`src/rtl/rx_gate_pkg.sv`:
```
package rx_gate_pkg;

    typedef enum logic [1:0] {
        RXG_OFF    = 2'd0,
        RXG_LISTEN = 2'd1,
        RXG_RECV   = 2'd2
    } rxg_state_t;

endpackage

```
`src/rtl/rxg_ring_track.sv`:
```
module rxg_ring_track #(
    parameter int IW = 4
) (
    input  logic          clk,
    input  logic          rst_n,
    input  logic          soft_rst,
    input  logic          commit,
    input  logic [IW-1:0] ring_last,
    input  logic [IW-1:0] cons_idx,
    output logic [IW-1:0] prod_idx,
    output logic          ring_full,
    output logic          full_after_commit
);

    localparam logic [IW-1:0] IDX_ZERO = '0;
    localparam logic [IW-1:0] IDX_ONE  = IW'(1);

    logic [IW-1:0] prod_q;
    logic [IW-1:0] prod_step;
    logic [IW-1:0] cons_prev;

    // Next ring position, wrapping after the last index.
    always_comb begin
        if (prod_q == ring_last) prod_step = IDX_ZERO;
        else                     prod_step = prod_q + IDX_ONE;
    end

    // Position just behind the consumer, modulo ring size.
    always_comb begin
        if (cons_idx == IDX_ZERO) cons_prev = ring_last;
        else                      cons_prev = cons_idx - IDX_ONE;
    end

    always_ff @(posedge clk or negedge rst_n) begin
        if (!rst_n)        prod_q <= IDX_ZERO;
        else if (soft_rst) prod_q <= IDX_ZERO;
        else if (commit)   prod_q <= prod_step;
    end

    assign prod_idx          = prod_q;
    assign ring_full         = (prod_q == cons_prev);
    assign full_after_commit = (prod_step == cons_prev);

endmodule

```
`src/rtl/rxg_fsm.sv`:
```
module rxg_fsm
    import rx_gate_pkg::*;
(
    input  logic       clk,
    input  logic       rst_n,
    input  logic       soft_rst,
    input  logic       rx_en,
    input  logic       ring_full,
    input  logic       full_after_commit,
    input  logic       frm_start,
    input  logic       frm_done,
    output rxg_state_t state,
    output logic       frm_accept,
    output logic       commit,
    output logic       rx_active
);

    rxg_state_t state_q;
    rxg_state_t state_d;

    always_comb begin
        state_d = state_q;
        if (soft_rst) begin
            state_d = RXG_OFF;
        end else begin
            unique case (state_q)
                RXG_OFF: begin
                    if (rx_en && !ring_full) state_d = RXG_LISTEN;
                end
                RXG_LISTEN: begin
                    if (!rx_en || ring_full) state_d = RXG_OFF;
                    else if (frm_start)      state_d = RXG_RECV;
                end
                RXG_RECV: begin
                    if (frm_done) begin
                        if (rx_en && !full_after_commit) state_d = RXG_LISTEN;
                        else                             state_d = RXG_OFF;
                    end
                end
                default: state_d = RXG_OFF;
            endcase
        end
    end

    always_ff @(posedge clk or negedge rst_n) begin
        if (!rst_n) state_q <= RXG_OFF;
        else        state_q <= state_d;
    end

    always_comb begin
        frm_accept = 1'b0;
        commit     = 1'b0;
        rx_active  = 1'b0;
        unique case (state_q)
            RXG_OFF: begin
                rx_active = 1'b0;
            end
            RXG_LISTEN: begin
                rx_active  = 1'b1;
                frm_accept = frm_start && rx_en && !ring_full && !soft_rst;
            end
            RXG_RECV: begin
                rx_active = 1'b1;
                commit    = frm_done && !soft_rst;
            end
            default: rx_active = 1'b0;
        endcase
    end

    assign state = state_q;

endmodule

```
`src/rtl/rx_gate_ctrl.sv`:
```
module rx_gate_ctrl
    import rx_gate_pkg::*;
#(
    parameter int IW = 4
) (
    input  logic          clk,
    input  logic          rst_n,
    input  logic          soft_rst,
    input  logic          rx_en,
    input  logic [IW-1:0] ring_last,
    input  logic [IW-1:0] cons_idx,
    input  logic          frm_start,
    input  logic          frm_done,
    output logic          frm_accept,
    output logic          rx_active,
    output logic [IW-1:0] prod_idx
);

    rxg_state_t state;
    logic       commit;
    logic       ring_full;
    logic       full_after_commit;

    rxg_ring_track #(.IW(IW)) u_ring (
        .clk               (clk),
        .rst_n             (rst_n),
        .soft_rst          (soft_rst),
        .commit            (commit),
        .ring_last         (ring_last),
        .cons_idx          (cons_idx),
        .prod_idx          (prod_idx),
        .ring_full         (ring_full),
        .full_after_commit (full_after_commit)
    );

    rxg_fsm u_fsm (
        .clk               (clk),
        .rst_n             (rst_n),
        .soft_rst          (soft_rst),
        .rx_en             (rx_en),
        .ring_full         (ring_full),
        .full_after_commit (full_after_commit),
        .frm_start         (frm_start),
        .frm_done          (frm_done),
        .state             (state),
        .frm_accept        (frm_accept),
        .commit            (commit),
        .rx_active         (rx_active)
    );

endmodule

```
`config.mk`:
```
export PLATFORM = sky130hd
export DESIGN_NAME = rx_gate_ctrl
export DESIGN_NICKNAME = d
export VERILOG_FILES = /design/src/rtl/rx_gate_pkg.sv /design/src/rtl/rxg_ring_track.sv /design/src/rtl/rxg_fsm.sv /design/src/rtl/rx_gate_ctrl.sv
export SDC_FILE = /design/constraint.sdc
export NUM_CORES = 1
export LEC_CHECK = 0
export BUFFER_PORTS_ARGS = -buffer_cell sky130_fd_sc_hd__buf_2
export CORE_MARGIN = 3
export CORE_UTILIZATION = 56
export CTS_BUF_LIST = sky130_fd_sc_hd__clkbuf_8 sky130_fd_sc_hd__clkbuf_16
export DETAILED_ROUTE_END_ITERATION = 8
export MAX_ROUTING_LAYER = met4
export PLACE_DENSITY = 0.84
export SYNTH_ARGS = -nofsm -noshare
export SYNTH_HDL_FRONTEND = slang
export SYNTH_HIERARCHICAL = 1
export SYNTH_SLANG_ARGS = --single-unit
```
`constraint.sdc`:
```
create_clock -name clk -period 4.25 [get_ports clk]
set_input_delay 0.425 -clock clk [delete_from_list [all_inputs] [get_ports clk]]
set_output_delay 0.425 -clock clk [all_outputs]
set_load 0.02 [all_outputs]
```
# == Word-level counts from Yosys, hierarchy flattened ==
# Index checks and enable logic that the tools add are counted.
# classes
eq_ne,8
n_addsub,2
n_reduce_logical,16
mux,14
# op_table
cell,count
2-to-1 mux 4 bit,4
== test 4 bit,3
2-to-1 mux 2 bit,5
logical AND 1 bit,6
case mux 2 bit (3 select lines),1
"adder 4 x 1 -> 4 bit, second input constant",1
logical NOT 1 bit,4
logical NOT 4 bit,1
2-to-1 mux 1 bit,4
"inequality test 4 x 3 -> 1 bit, second input constant",1
"subtractor 4 x 1 -> 4 bit, second input constant",1
"inequality test 3 x 2 -> 1 bit, second input constant",1
"inequality test 3 bit, second input constant",1
AND reduction 3 bit,1
"== test 2 x 1 -> 1 bit, second input constant",1
"== test 2 bit, second input constant",1
logical NOT 2 bit,1
nonzero test 2 bit,1
OR reduction 2 bit,1
logical OR 1 bit,1
# word_totals
input_bits,14
register_bits,6
word_cells,42
output_inout_bits,6

# == Longest topological paths before layout ==
# Gate-level depths: netlist (run 1).
# depth
word_depth,9
mapped_depth,11
mapped_depth_nobuf,11

# == Modules after synthesis ==
# The synthesis (run 1) kept the hierarchy.
# modules_own_cells
mod,n_inst,area_per_inst_um2,seq_area_each_um2,cells_per_inst
rxg_ring_track,1,593.1,100.1,67
rxg_fsm,1,198.9,50.0,24

# == Worst setup path before layout (run 1) ==
# No wires, ideal clock.
# synth_timing
path_type,in2reg
startpoint,in cons_idx[0]
endpoint,"reg u_fsm.state_q[0], in the netlist u_fsm/state[0]"
path_buffers,0
path_stages,10
t_required_ns,4.173
slack_ns,1.728
arrival_ns,2.445
setup_ns,0.077
path_cell_list,inv_1 -> ha_1 -> nor3b_2 -> mux2i_1 -> xor2_1 -> nor4_2 -> nand2b_1 -> nor3b_1 -> or4_1 -> a21oi_1
# synth_between
word_cells_on_any_way,18
cone_classes,add/sub (1); eq/ne (4); mux (6); reduce/logical (7)
# synth_lines
element,line,text
"start, declared",rx_gate_ctrl.sv:11,"input logic [IW-1:0] cons_idx,"
subtractor 4 x 1 -> 4 bit / logical NOT 4 bit (equally long branches),"rxg_ring_track.sv:31, rxg_ring_track.sv:30",
2-to-1 mux 4 bit *,rxg_ring_track.sv:30,if (cons_idx == IDX_ZERO) cons_prev = ring_last;
== test 4 bit *,rxg_ring_track.sv:41,assign ring_full = (prod_q == cons_prev);
named net ring_full,rx_gate_ctrl.sv:21,logic ring_full;
logical OR 1 bit / logical NOT 1 bit (equally long branches),"rxg_fsm.sv:31, rxg_fsm.sv:28",
2-to-1 mux 2 bit / logical AND 1 bit (equally long branches),"rxg_fsm.sv:31, rxg_fsm.sv:28",
case mux 2 bit (3 select lines) / inequality test 3 x 2 -> 1 bit (equally long branches),-,
2-to-1 mux 2 bit / AND reduction 3 bit (equally long branches),-,
"end signal, assigned",rxg_fsm.sv:47,else state_q <= state_d;
"end, declared",rxg_fsm.sv:18,rxg_state_t state_q;
# Mark *: on every way through the listed nets, which the timed path passes. The rest lies on a longest branch. The select of a mux whose other input is x is not followed.
# A chain may end at the register's enable or synchronous reset.

# == Worst setup path in the final report (run 1) ==
# layout_timing
startpoint,in cons_idx[0]
endpoint,out frm_accept
# layout_between
elab_chain_cells,7
word_cells_on_any_way,8
cone_classes,add/sub (1); eq/ne (1); mux (2); reduce/logical (4)
# layout_lines
element,line,text
subtractor 4 x 1 -> 4 bit / logical NOT 4 bit (equally long branches),"rxg_ring_track.sv:31, rxg_ring_track.sv:30",
2-to-1 mux 4 bit *,rxg_ring_track.sv:30,
== test 4 bit *,rxg_ring_track.sv:41,
named net ring_full,rx_gate_ctrl.sv:21,
logical NOT 1 bit *,rxg_fsm.sv:60,frm_accept = frm_start && rx_en && !ring_full && !soft_rst;
logical AND 1 bit * (2 in a row),rxg_fsm.sv:60,
2-to-1 mux 1 bit *,rxg_fsm.sv:54,unique case (state_q)
"end, declared",rx_gate_ctrl.sv:14,"output logic frm_accept,"
# Mark *: on every way through the listed nets, which the timed path passes. The rest lies on a longest branch.

==> results of run 1 <==
==> synthesized netlist by cell type, drive strengths merged, types with 2 or more instances <==
cell type  instances  area share [%]
a21oi              6             3.8
buf                3             2.2
dfrtp              6              19
ha                 7              11
inv                7             3.3
mux2i              3             3.8
nand2              3             1.4
nand2b             6             4.7
nand3              4             2.5
nand3b             2             1.9
nand4              3             3.2
nor2               3             1.4
nor2b              2             1.6
nor3b              2             2.5
o21ai              4             2.5
xnor2             10              11
xor2               3             3.3
==> cell families after synthesis <==
logic type	after synthesis	share of synthesized area (%)
adder cells (fa/ha/maj)	7	11.06
AO/OA/AOI/OAI	18	17.06
XOR/XNOR	13	14.38
multiplexers	3	3.792
AND/OR/NAND/NOR	34	29.23
buffers and inverters	10	5.530
flip-flops	6	18.96
==> per-stage QoR <==
stage                     instance area [sq um]  power, mW  std cells
final                                     928.4     0.2136        124
after floorplan                           792.0     0.1044         91
after CTS                                 928.4     0.2151        124
after detailed placement                  887.1     0.1241        121
after global placement                    887.1     0.1219        121
after global routing                      928.4     0.2234        124
==> final cells by class <==
| class | count | area [sq um] | area share (%) |
|---|---|---|---|
| repair buffers | 19 | 95.09 | 10.24 |
| flip-flops and latches | 6 | 150.1 | 16.17 |
| clock buffers | 3 | 41.29 | 4.447 |
| inverters | 7 | 26.28 | 2.830 |
| well taps | 14 | 17.52 | 1.887 |
| multi-input cells | 75 | 598.1 | 64.42 |
==> placed cells by master, fill, tap and decap left out, drive strengths merged, types with 2 or more instances in the layout <==
cell	Yosys	layout
buf	3	19
xnor2	10	10
inv	7	7
ha	7	7
nand2b	6	6
a21oi	6	6
dfrtp	6	6
nand3	4	4
o21ai	4	4
clkbuf	0	3
nand2	3	3
nor2	3	3
mux2i	3	3
xor2	3	3
nand4	3	3
nor2b	2	2
nand3b	2	2
nor3b	2	2
==> power by group through the flow <==
stage,logic [mW],registers [mW],clock network [mW]
6_report,0.0624,0.0624,0.0888
5_1_grt,0.0690,0.0627,0.0917
4_1_cts,0.0620,0.0623,0.0908
3_5_place_dp,0.0610,0.0631,0
3_3_place_gp,0.0591,0.0628,0
2_1_floorplan,0.0421,0.0624,0
==> registers in the layout, indices dropped and copies added (netlist names) <==
signal and count:
u_ring/prod_idx 4, u_fsm/state 2
==> final timing paths <==
| path | end | start | cells past startpoint | slack (ns) |
|---|---|---|---|---|
| worst max-delay path | frm_accept | cons_idx[0] | 10 | 1.39 |
| worst min-delay path | u_ring/prod_idx[2] | rst_n | 1 | 0.02 |
| worst max register to register | u_fsm/state[0] | u_ring/prod_idx[0] | 9 | 2.06 |
| worst min register to register | u_fsm/state[0] | u_fsm/state[0] | 2 | 0.61 |
| max in group asynchronous | u_fsm/state[0] | rst_n | 1 | 4.08 |
| min in group clk | u_fsm/state[0] | soft_rst | 2 | 0.46 |
==> layer usage <==
metal | GRT usage [%] | routed length [um]
met1 | 26.63 | 810
met2 | 36.63 | 912
met3 | 5.809 | 147
met4 | 11.45 | 61
met5 | - | 0
==> results.py, run 1 <==
metrics = {
    "outcome": {
        "run_status": "completed",
    },
    "critical_path": {
        "critPathMaxStageDelay_ns": 0.43,
        "cp_num_buf_inv": 3,
        "cp_common_cell": "buf_2",
        "cp_max_fo": 5,
        "crit_chain": "buf_2, inv_1, ha_1, nor3b_2, mux2i_1, xor2_1, nor4_2, nand4b_1, nor2_1, buf_2",
        "endpoint_kind": "primary output",
        "crit_arrival_ns": 2.44,
        "path_class": "primary input to primary output",
        "cp.required_ns": 3.83,
        "critical-path-top-delay-family": "simple AND/OR/NAND/NOR gates",
        "startpoint_type": "primary input",
        "slowest_stage": "mux2i_1",
    },
    "layout": {
        "nFillCells": 99,
        "diodes": 0,
        "areaGrowthSynthToFinish_pct": 17.22,
        "layout-drive-gt1-share_pct": 26.36,
        "fin_nets": 133,
        "final_util_pct": 76.34,
    },
    "clock_tree": {
        "cts_resized": 0,
        "cts_max_level": 1,
        "tritoncts": "done",
        "path_clk_slew_ns": 0.04,
        "clk_path_buf_depth": 2,
        "post_cts.repair.setup_buffers": 0,
        "clock_latency_ns": 0.23,
        "cts_hold_buf": 0,
        "cts_root_buf": "clkbuf_8",
        "cts.sinks": 6,
        "numCtsBuffers": 3,
    },
    "pwr": {
        "p_int_mw": 0.1487,
        "p_sw_mw": 0.06494,
        "swShare_pct": 30.40,
        "power.density_mw_per_mm2": 230.1,
        "seq_power_share_pct": 29.2,
        "clock_power_share_pct": 41.6,
        "p_comb_share_pct": 29.2,
        "ir_worst_vdd_v": 0.0001672,
        "power_leakage_nw": 0.4164,
    },
    "route": {
        "drc": 0,
        "vias": 745,
        "drt_wl_total_um": 1932,
        "drt_iter0_markers": 36,
        "dr.pass1.iters": 4,
        "routedWlPerCell_um": 15.58,
        "ant_nets": 0,
        "vias_per_cell": 6.008,
    },
    "synth": {
        "synth.net_count": 112,
        "ys_async_sr_fraction_pct": 100.0,
        "ys_ff_latch": 6,
        "syn_avg_cell_area_sq_um": 8.703,
        "synth_ff_type": "dfrtp_1",
        "synth_edf_count": 0,
        "ys_seq_area_share_pct": 18.96,
        "syn_inst": 91,
        "syn_area_sq_um": 792.0,
        "synth.distinct_cells": 38,
        "synth_warnings": 6,
    },
    "die": {
        "dieArea_sq_mm": 0.001901,
        "num_rows": 12,
        "die_x_um": 43.61,
        "die_height_um": 43.61,
        "start_util_pct": 65.12,
        "coreArea_sq_mm": 0.001216,
        "io_pins": 20,
    },
    "sta": {
        "clock_skew_ns": 0.001781,
        "hold_viol_final": 0,
        "tightest_slew_ns": 0.4137,
        "rsz0062_at_grt": "false",
        "period_needed_ns": 2.860,
        "slew_viol_final": 0,
        "final.setup.worst_slack_ns": 1.390,
        "slew_headroom_pct": 71.63,
        "finalCritPeriodShare_pct": 67.30,
        "fmax_ghz": 0.3496,
        "whs_ns": 0.01930,
        "setup_viol": 0,
        "fin_setup_tns_ns": 0,
    },
    "placement": {
        "port_buffers": 19,
        "dp_hpwl_um": 1465,
        "routabilityCongestion": 0.8793,
        "preCtsSetupSlack_ns": 1.321,
    },
    "global_routing": {
        "grt_start_max_net_pins": 10,
        "grt_usage_pct": 23.06,
        "first_global_vias": 725,
        "grt_overflow": 0,
        "grt_pass1_wl_um": 3132,
        "antenna_found_initial": 0,
    },
    "min_path": {
        "hold_path.class": "primary input to async pin",
    },
    "run": {
        "cap_viol_max_count": 0,
    },
}
Note: power is estimated with default switching activity, not from simulation.
==> run 2: changes to the inputs <==
- ABC_AREA: unset -> 1
- CORE_UTILIZATION: 56 -> 47
- PLACE_DENSITY: 0.84 -> 0.75
- clock period: 4.25 -> 2.61 ns (I/O delays scaled with it)
==> run 2 against run 1 <==
Against the previous run:
- combinational power up 110%
- count of clock-buffer cells in the layout unchanged
- power up 72%
- die area up 19%
- wire length down 2.1%
- worst hold slack better by 0.34 ns
- sequential cell count unchanged
- sequential share of layout area down 0.83 points
- sequential power up 67%
- critical path depth up 4
- cell area up 5.4%
- global-route usage down 3.3 points
- largest cell class unchanged
==> results.py, run 2 <==
metrics = {
    "pwr": {
        "ir_worst_vdd_v": 0.0003161,
        "power.density_mw_per_mm2": 375.1,
        "power_leakage_nw": 0.6031,
        "power.total_mw": 0.3670,
    },
    "route": {
        "vias": 888,
        "ant_nets": 0,
        "vias_per_cell": 5.017,
        "routedWlPerCell_um": 10.68,
        "dr.pass1.iters": 5,
        "drc": 0,
        "drt_wl_total_um": 1891,
        "drt_iter0_markers": 34,
    },
    "placement": {
        "dp_hpwl_um": 1586,
        "post-place-cells": 173,
        "preCtsSetupSlack_ns": 0.5116,
        "port_buffers": 19,
        "placedInstanceArea_sq_um": 927.1,
        "routabilityCongestion": 0.8780,
    },
    "critical_path": {
        "r2r_start": "u_ring/prod_idx[2]",
        "crit_chain": "buf_2, inv_1, ha_1, nand2_4, o21ai_1, inv_1, nand2_1, nand2_1, nand3_1, nor2_1, inv_1, nand2_2, nor4_1, buf_2",
        "rr_worst_depth": 15,
        "cp-startpoint": "cons_idx[0]",
        "cp.required_ns": 2.35,
        "cp_max_fo": 8,
        "crit_arrival_ns": 1.85,
        "path_class": "primary input to primary output",
        "critPathMaxStageDelay_ns": 0.26,
        "endpoint_kind": "primary output",
        "cp_common_cell": "inv_1",
        "startpoint_type": "primary input",
        "slowest_stage": "ha_1",
    },
    "synth": {
        "synth_edf_count": 0,
        "synth_most_common_cell": "nand2_1",
        "synth_warnings": 6,
        "synth.distinct_cells": 22,
        "yosysTopAreaCell": "nand2_1",
        "syn_inst": 138,
        "ys_async_sr_fraction_pct": 100.0,
        "syn_avg_cell_area_sq_um": 5.884,
        "synth_common_cells": "nand2_1 (46), inv_1 (23), nand3_1 (13)",
        "synth_top_cells_by_area": "nand2_1 (21%), dfrtp_1 (18%), ha_1 (11%)",
        "ys_seq_area_share_pct": 18.49,
        "syn_area_sq_um": 812.0,
        "synth.net_count": 159,
        "synth_ff_type": "dfrtp_1",
        "synth.top_cell.area_share_pct": 21.26,
        "ys_ff_latch": 6,
    },
    "min_path": {
        "hold_path.class": "primary input to register",
        "hold_depth": 3,
        "hp-start": "frm_start",
    },
    "layout": {
        "largest_reg_flops": 4,
        "layout_common_cells": "nand2_1 (46), inv_1 (23), buf_2 (19)",
        "layout_commonest_cell": "nand2_1",
        "fin_nets": 184,
        "diodes": 0,
        "areaGrowthSynthToFinish_pct": 20.49,
        "layout-drive-gt1-share_pct": 22.98,
        "fin_area_sq_um": 978.4,
        "fin_cells": 177,
    },
    "die": {
        "dieArea_sq_mm": 0.002262,
        "start_util_pct": 52.09,
        "io_pins": 20,
        "coreArea_sq_mm": 0.001559,
        "die_x_um": 47.57,
        "num_rows": 14,
        "die_height_um": 47.57,
    },
    "sta": {
        "setup_viol": 0,
        "slew_headroom_pct": 83.64,
        "clock_skew_ns": 0.0006672,
        "rsz0062_at_grt": "false",
        "fin_setup_tns_ns": 0,
        "slew_viol_final": 0,
        "final.setup.worst_slack_ns": 0.5008,
        "tightest_slew_ns": 0.2453,
        "fmax_ghz": 0.4741,
        "finalCritPeriodShare_pct": 80.81,
        "period_needed_ns": 2.109,
        "hold_viol_final": 0,
    },
    "global_routing": {
        "grt_start_max_net_pins": 9,
        "first_global_vias": 770,
        "grt_usage_pct": 19.76,
        "grt_util_met2_pct": 29.68,
        "grt_pass1_wl_um": 3042,
        "grt-busiest-layer": "met2",
        "gr-usage-met3_pct": 3.759,
        "grt_overflow": 0,
        "antenna_found_initial": 0,
        "met1_usage_pct": 25.28,
    },
    "clock_tree": {
        "clock_latency_ns": 0.22,
        "numCtsBuffers": 3,
        "post_cts.repair.setup_buffers": 0,
        "cts_root_buf": "clkbuf_8",
        "cts_hold_buf": 1,
        "cts_resized": 0,
        "cts_max_level": 1,
        "path_clk_slew_ns": 0.03,
        "tritoncts": "done",
        "cts.sinks": 6,
        "clk_path_buf_depth": 2,
    },
    "outcome": {
        "run_status": "completed",
    },
    "run": {
        "cap_viol_max_count": 0,
    },
}
==> run 2: cell types whose count changed after synthesis, sizes merged, moves of 3 or more <==
cell,delta
buf,-3
inv,+20
xnor2,-9
nor2,+11
nand3,+11
o22ai,+4
a21oi,-4
mux2i,-3
nand2b,-6
nand2,+46
==> run 2: critical path, delay by kind of cell <==
family / cells / cell delay (ns)
buffers and inverters: 5 / 0.56
AND/OR/NAND/NOR: 7 / 0.56
AO/OA/AOI/OAI: 1 / 0.20
adder cells (fa/ha/maj): 1 / 0.26
==> run 2: per-stage QoR <==
step / hold slack [ns] / util (%)
after floorplan: -0.03459 / -
after global placement: 0.08215 / 59.47
after detailed placement: 0.08368 / 59.47
after CTS: 0.3508 / 62.76
after global routing: 0.3710 / 62.76
final: 0.3595 / 62.76
==> run 2: path summary, 6_finish.rpt <==
check / endpoint / slack, ns
max reg2reg: u_fsm/state[0] / 0.90
min reg2reg: u_fsm/state[0] / 0.55
min: u_fsm/state[1] / 0.36
min in group asynchronous: u_ring/prod_idx[3] / 0.41
max: frm_accept / 0.50
max in group asynchronous: u_ring/prod_idx[2] / 2.06
==> run 2: metal layers <==
| layer | up-vias | share of wire [%] |
|---|---|---|
| met4 | 0 | 0.74 |
| met5 | - | 0 |
| met2 | 34 | 47 |
| li1 | 478 | - |
| met1 | 374 | 46 |
| met3 | 2 | 5.5 |
==> run 2: cell families after synthesis <==
logic type,Yosys count,share of synthesized area (%)
compound gates,9,6.625
xor+xnor,4,4.315
fa+ha+maj,7,10.79
buf+inv,28,12.94
flops,6,18.49
simple gates,84,46.84
==> run 2: layout make-up <==
class                   instances  area [sq um]
repair buffers                 20         105.1
multi-input cells             104         556.8
inverters                      28         105.1
fillers                       161         580.6
clock buffers                   3         41.29
well taps                      16         20.02
flip-flops and latches          6         150.1
==> run 2: report_power, final <==
group          switching [mW]  internal (mW)  total, mW  leakage [nW]
Combinational          0.0810         0.0497      0.131         0.499
Clock                  0.0337         0.0985      0.132        0.0216
Sequential            0.00549         0.0986      0.104        0.0827
==> run 3: changes to the inputs <==
- clock period: 2.61 -> 1.9 ns (I/O delays scaled with it)
==> run 3 against run 2 <==
Against the previous run:
- register-to-register slack got worse by 0.67 ns
- worst hold slack got worse by 0.075 ns
- clock power increased by 38%
- core utilization increased by 3.9 points
- highest routed layer unchanged
==> results.py, run 3 (synthesized netlist as in run 2, its figures left out) <==
metrics = {
    "layout": {
        "fin_cells": 178,
        "final_util_pct": 66.61,
        "fin_area_sq_mm": 0.001039,
        "layout_common_cells": "nand2_1 (45), inv_1 (22), buf_2 (18)",
        "diodes": 0,
        "layout_commonest_cell": "nand2_1",
        "areaGrowthSynthToFinish_pct": 27.89,
        "layout-drive-gt1-share_pct": 29.01,
        "largest_reg_flops": 4,
        "fin_nets": 185,
    },
    "critical_path": {
        "crit_chain": "buf_2, inv_1, ha_4, nand2_4, o21ai_2, inv_1, nand2_1, nand2_1, nand3_1, nor2_2, inv_1, nand2_2, nor4_2, buf_4",
        "cp_num_buf_inv": 5,
        "r2r_start": "u_ring/prod_idx[2]",
        "regToRegSetupSlack_ns": 0.23,
        "cp.required_ns": 1.71,
        "cp_common_cell": "inv_1",
        "endpoint_kind": "primary output",
        "rr_endpoint": "u_fsm/state[0]",
        "cp-startpoint": "cons_idx[1]",
        "path_class": "primary input to primary output",
        "critPathMaxStageDelay_ns": 0.18,
        "slowest_stage": "buf_4",
        "critical-path-top-delay-family": "simple AND/OR/NAND/NOR gates",
        "startpoint_type": "primary input",
        "cp_max_fo": 8,
        "rr_worst_depth": 15,
        "crit_arrival_ns": 1.61,
    },
    "global_routing": {
        "grt_start_max_net_pins": 9,
        "grt_pass1_wl_um": 2994,
        "first_global_vias": 757,
        "grt_overflow": 0,
        "grt_usage_pct": 19.53,
        "antenna_found_initial": 0,
    },
    "sta": {
        "whs_ns": 0.2847,
        "period_needed_ns": 1.796,
        "fmax_ghz": 0.5567,
        "slew_headroom_pct": 83.45,
        "tightest_slew_ns": 0.2482,
        "fin_setup_tns_ns": 0,
        "finalCritPeriodShare_pct": 94.54,
        "hold_viol_final": 0,
        "slew_viol_final": 0,
        "clock_skew_ns": 0.0008365,
        "setup_viol": 0,
    },
    "route": {
        "ant_nets": 0,
        "drt_iter0_markers": 27,
        "drt_wl_total_um": 1876,
        "routedWlPerCell_um": 10.54,
        "vias": 884,
        "vias_per_cell": 4.966,
        "drc": 0,
        "dr.pass1.iters": 4,
    },
    "min_path": {
        "hold_end": "u_fsm/state[1]",
        "hold_path.class": "primary input to register",
        "hold_depth": 3,
        "hp-start": "frm_start",
    },
    "clock_tree": {
        "numCtsBuffers": 3,
        "post_cts.repair.setup_buffers": 0,
        "cts_max_level": 1,
        "cts.sinks": 6,
        "path_clk_slew_ns": 0.03,
        "cts_root_buf": "clkbuf_8",
        "clk_path_buf_depth": 2,
        "tritoncts": "done",
        "clock_latency_ns": 0.22,
    },
    "pwr": {
        "ir_worst_vdd_v": 0.0004324,
        "power_leakage_nw": 0.6158,
        "power.density_mw_per_mm2": 500.8,
    },
    "die": {
        "die_x_um": 47.57,
        "dieArea_sq_mm": 0.002262,
        "die_height_um": 47.57,
        "start_util_pct": 52.09,
        "num_rows": 14,
        "coreArea_sq_mm": 0.001559,
        "io_pins": 20,
    },
    "placement": {
        "port_buffers": 19,
        "routabilityCongestion": 0.8789,
        "placedInstanceArea_sq_um": 940.9,
        "dp_hpwl_um": 1535,
        "post-place-cells": 174,
    },
    "run": {
        "cap_viol_max_count": 0,
    },
    "outcome": {
        "run_status": "completed",
    },
}
-- run 3: cell types whose count changed in the layout (fill, tap and decap cells not counted), sizes merged --
| cell | previous run | this run |
|---|---|---|
| buf | 19 | 20 |
-- run 3: through the flow --
step                      power [mW]  worst slack, ns
after global routing          0.5582         -0.02246
after floorplan               0.2733           0.1117
after global placement        0.3194          0.04920
after detailed placement      0.3250         0.002084
after CTS                     0.5150         0.008892
final                         0.5200           0.1038
-- run 3: worst max-delay path by stage --
stage / cells past startpoint / slack (ns) / endpoint
final: 14 / 0.10 / frm_accept
after global routing: 14 / -0.02 / frm_accept
after CTS: 14 / 0.009 / frm_accept
after detailed placement: 14 / 0.002 / frm_accept
after global placement: 14 / 0.05 / frm_accept
after floorplan: 12 / 0.11 / frm_accept
-- run 3: timing repair --
item                       in CTS  in global routing
hold endpoints to repair        6                  0
hold buffers                    1                  0
pin swaps                       0                  1
setup endpoints to repair       1                  1
resized for setup               1                 10
-- run 3: final cells by class --
class | instances | area, sq um
Clock buffer | 3 | 41.29
Fill cell | 137 | 520.5
Multi-Input combinational cell | 104 | 606.8
Sequential cell | 6 | 150.1
Timing Repair Buffer | 21 | 115.1
Inverter | 28 | 105.1
Tap cell | 16 | 20.02
-- run 3: report_power, final --
group / leakage [nW] / internal, mW / switching (mW) / total (mW)
Combinational: 0.512 / 0.0760 / 0.119 / 0.195
Sequential: 0.0827 / 0.136 / 0.00720 / 0.143
Clock: 0.0216 / 0.135 / 0.0469 / 0.182
Total: 0.616 / 0.347 / 0.173 / 0.520
-- run 3: routing by layer --
metal | GRT usage [%] | routed length, um | share of wire, %
met1 | 25.51 | 876 | 47
met2 | 29.68 | 920 | 49
met3 | 3.383 | 63 | 3.4
met4 | 8.065 | 16 | 0.85
met5 | - | 0 | 0
-- run 3: worst register-to-register path: cells and delay by family, from the launching register on --
kind          cells  cell delay, ns
buf+inv           2            0.12
flops             1            0.47
simple gates     13            0.96
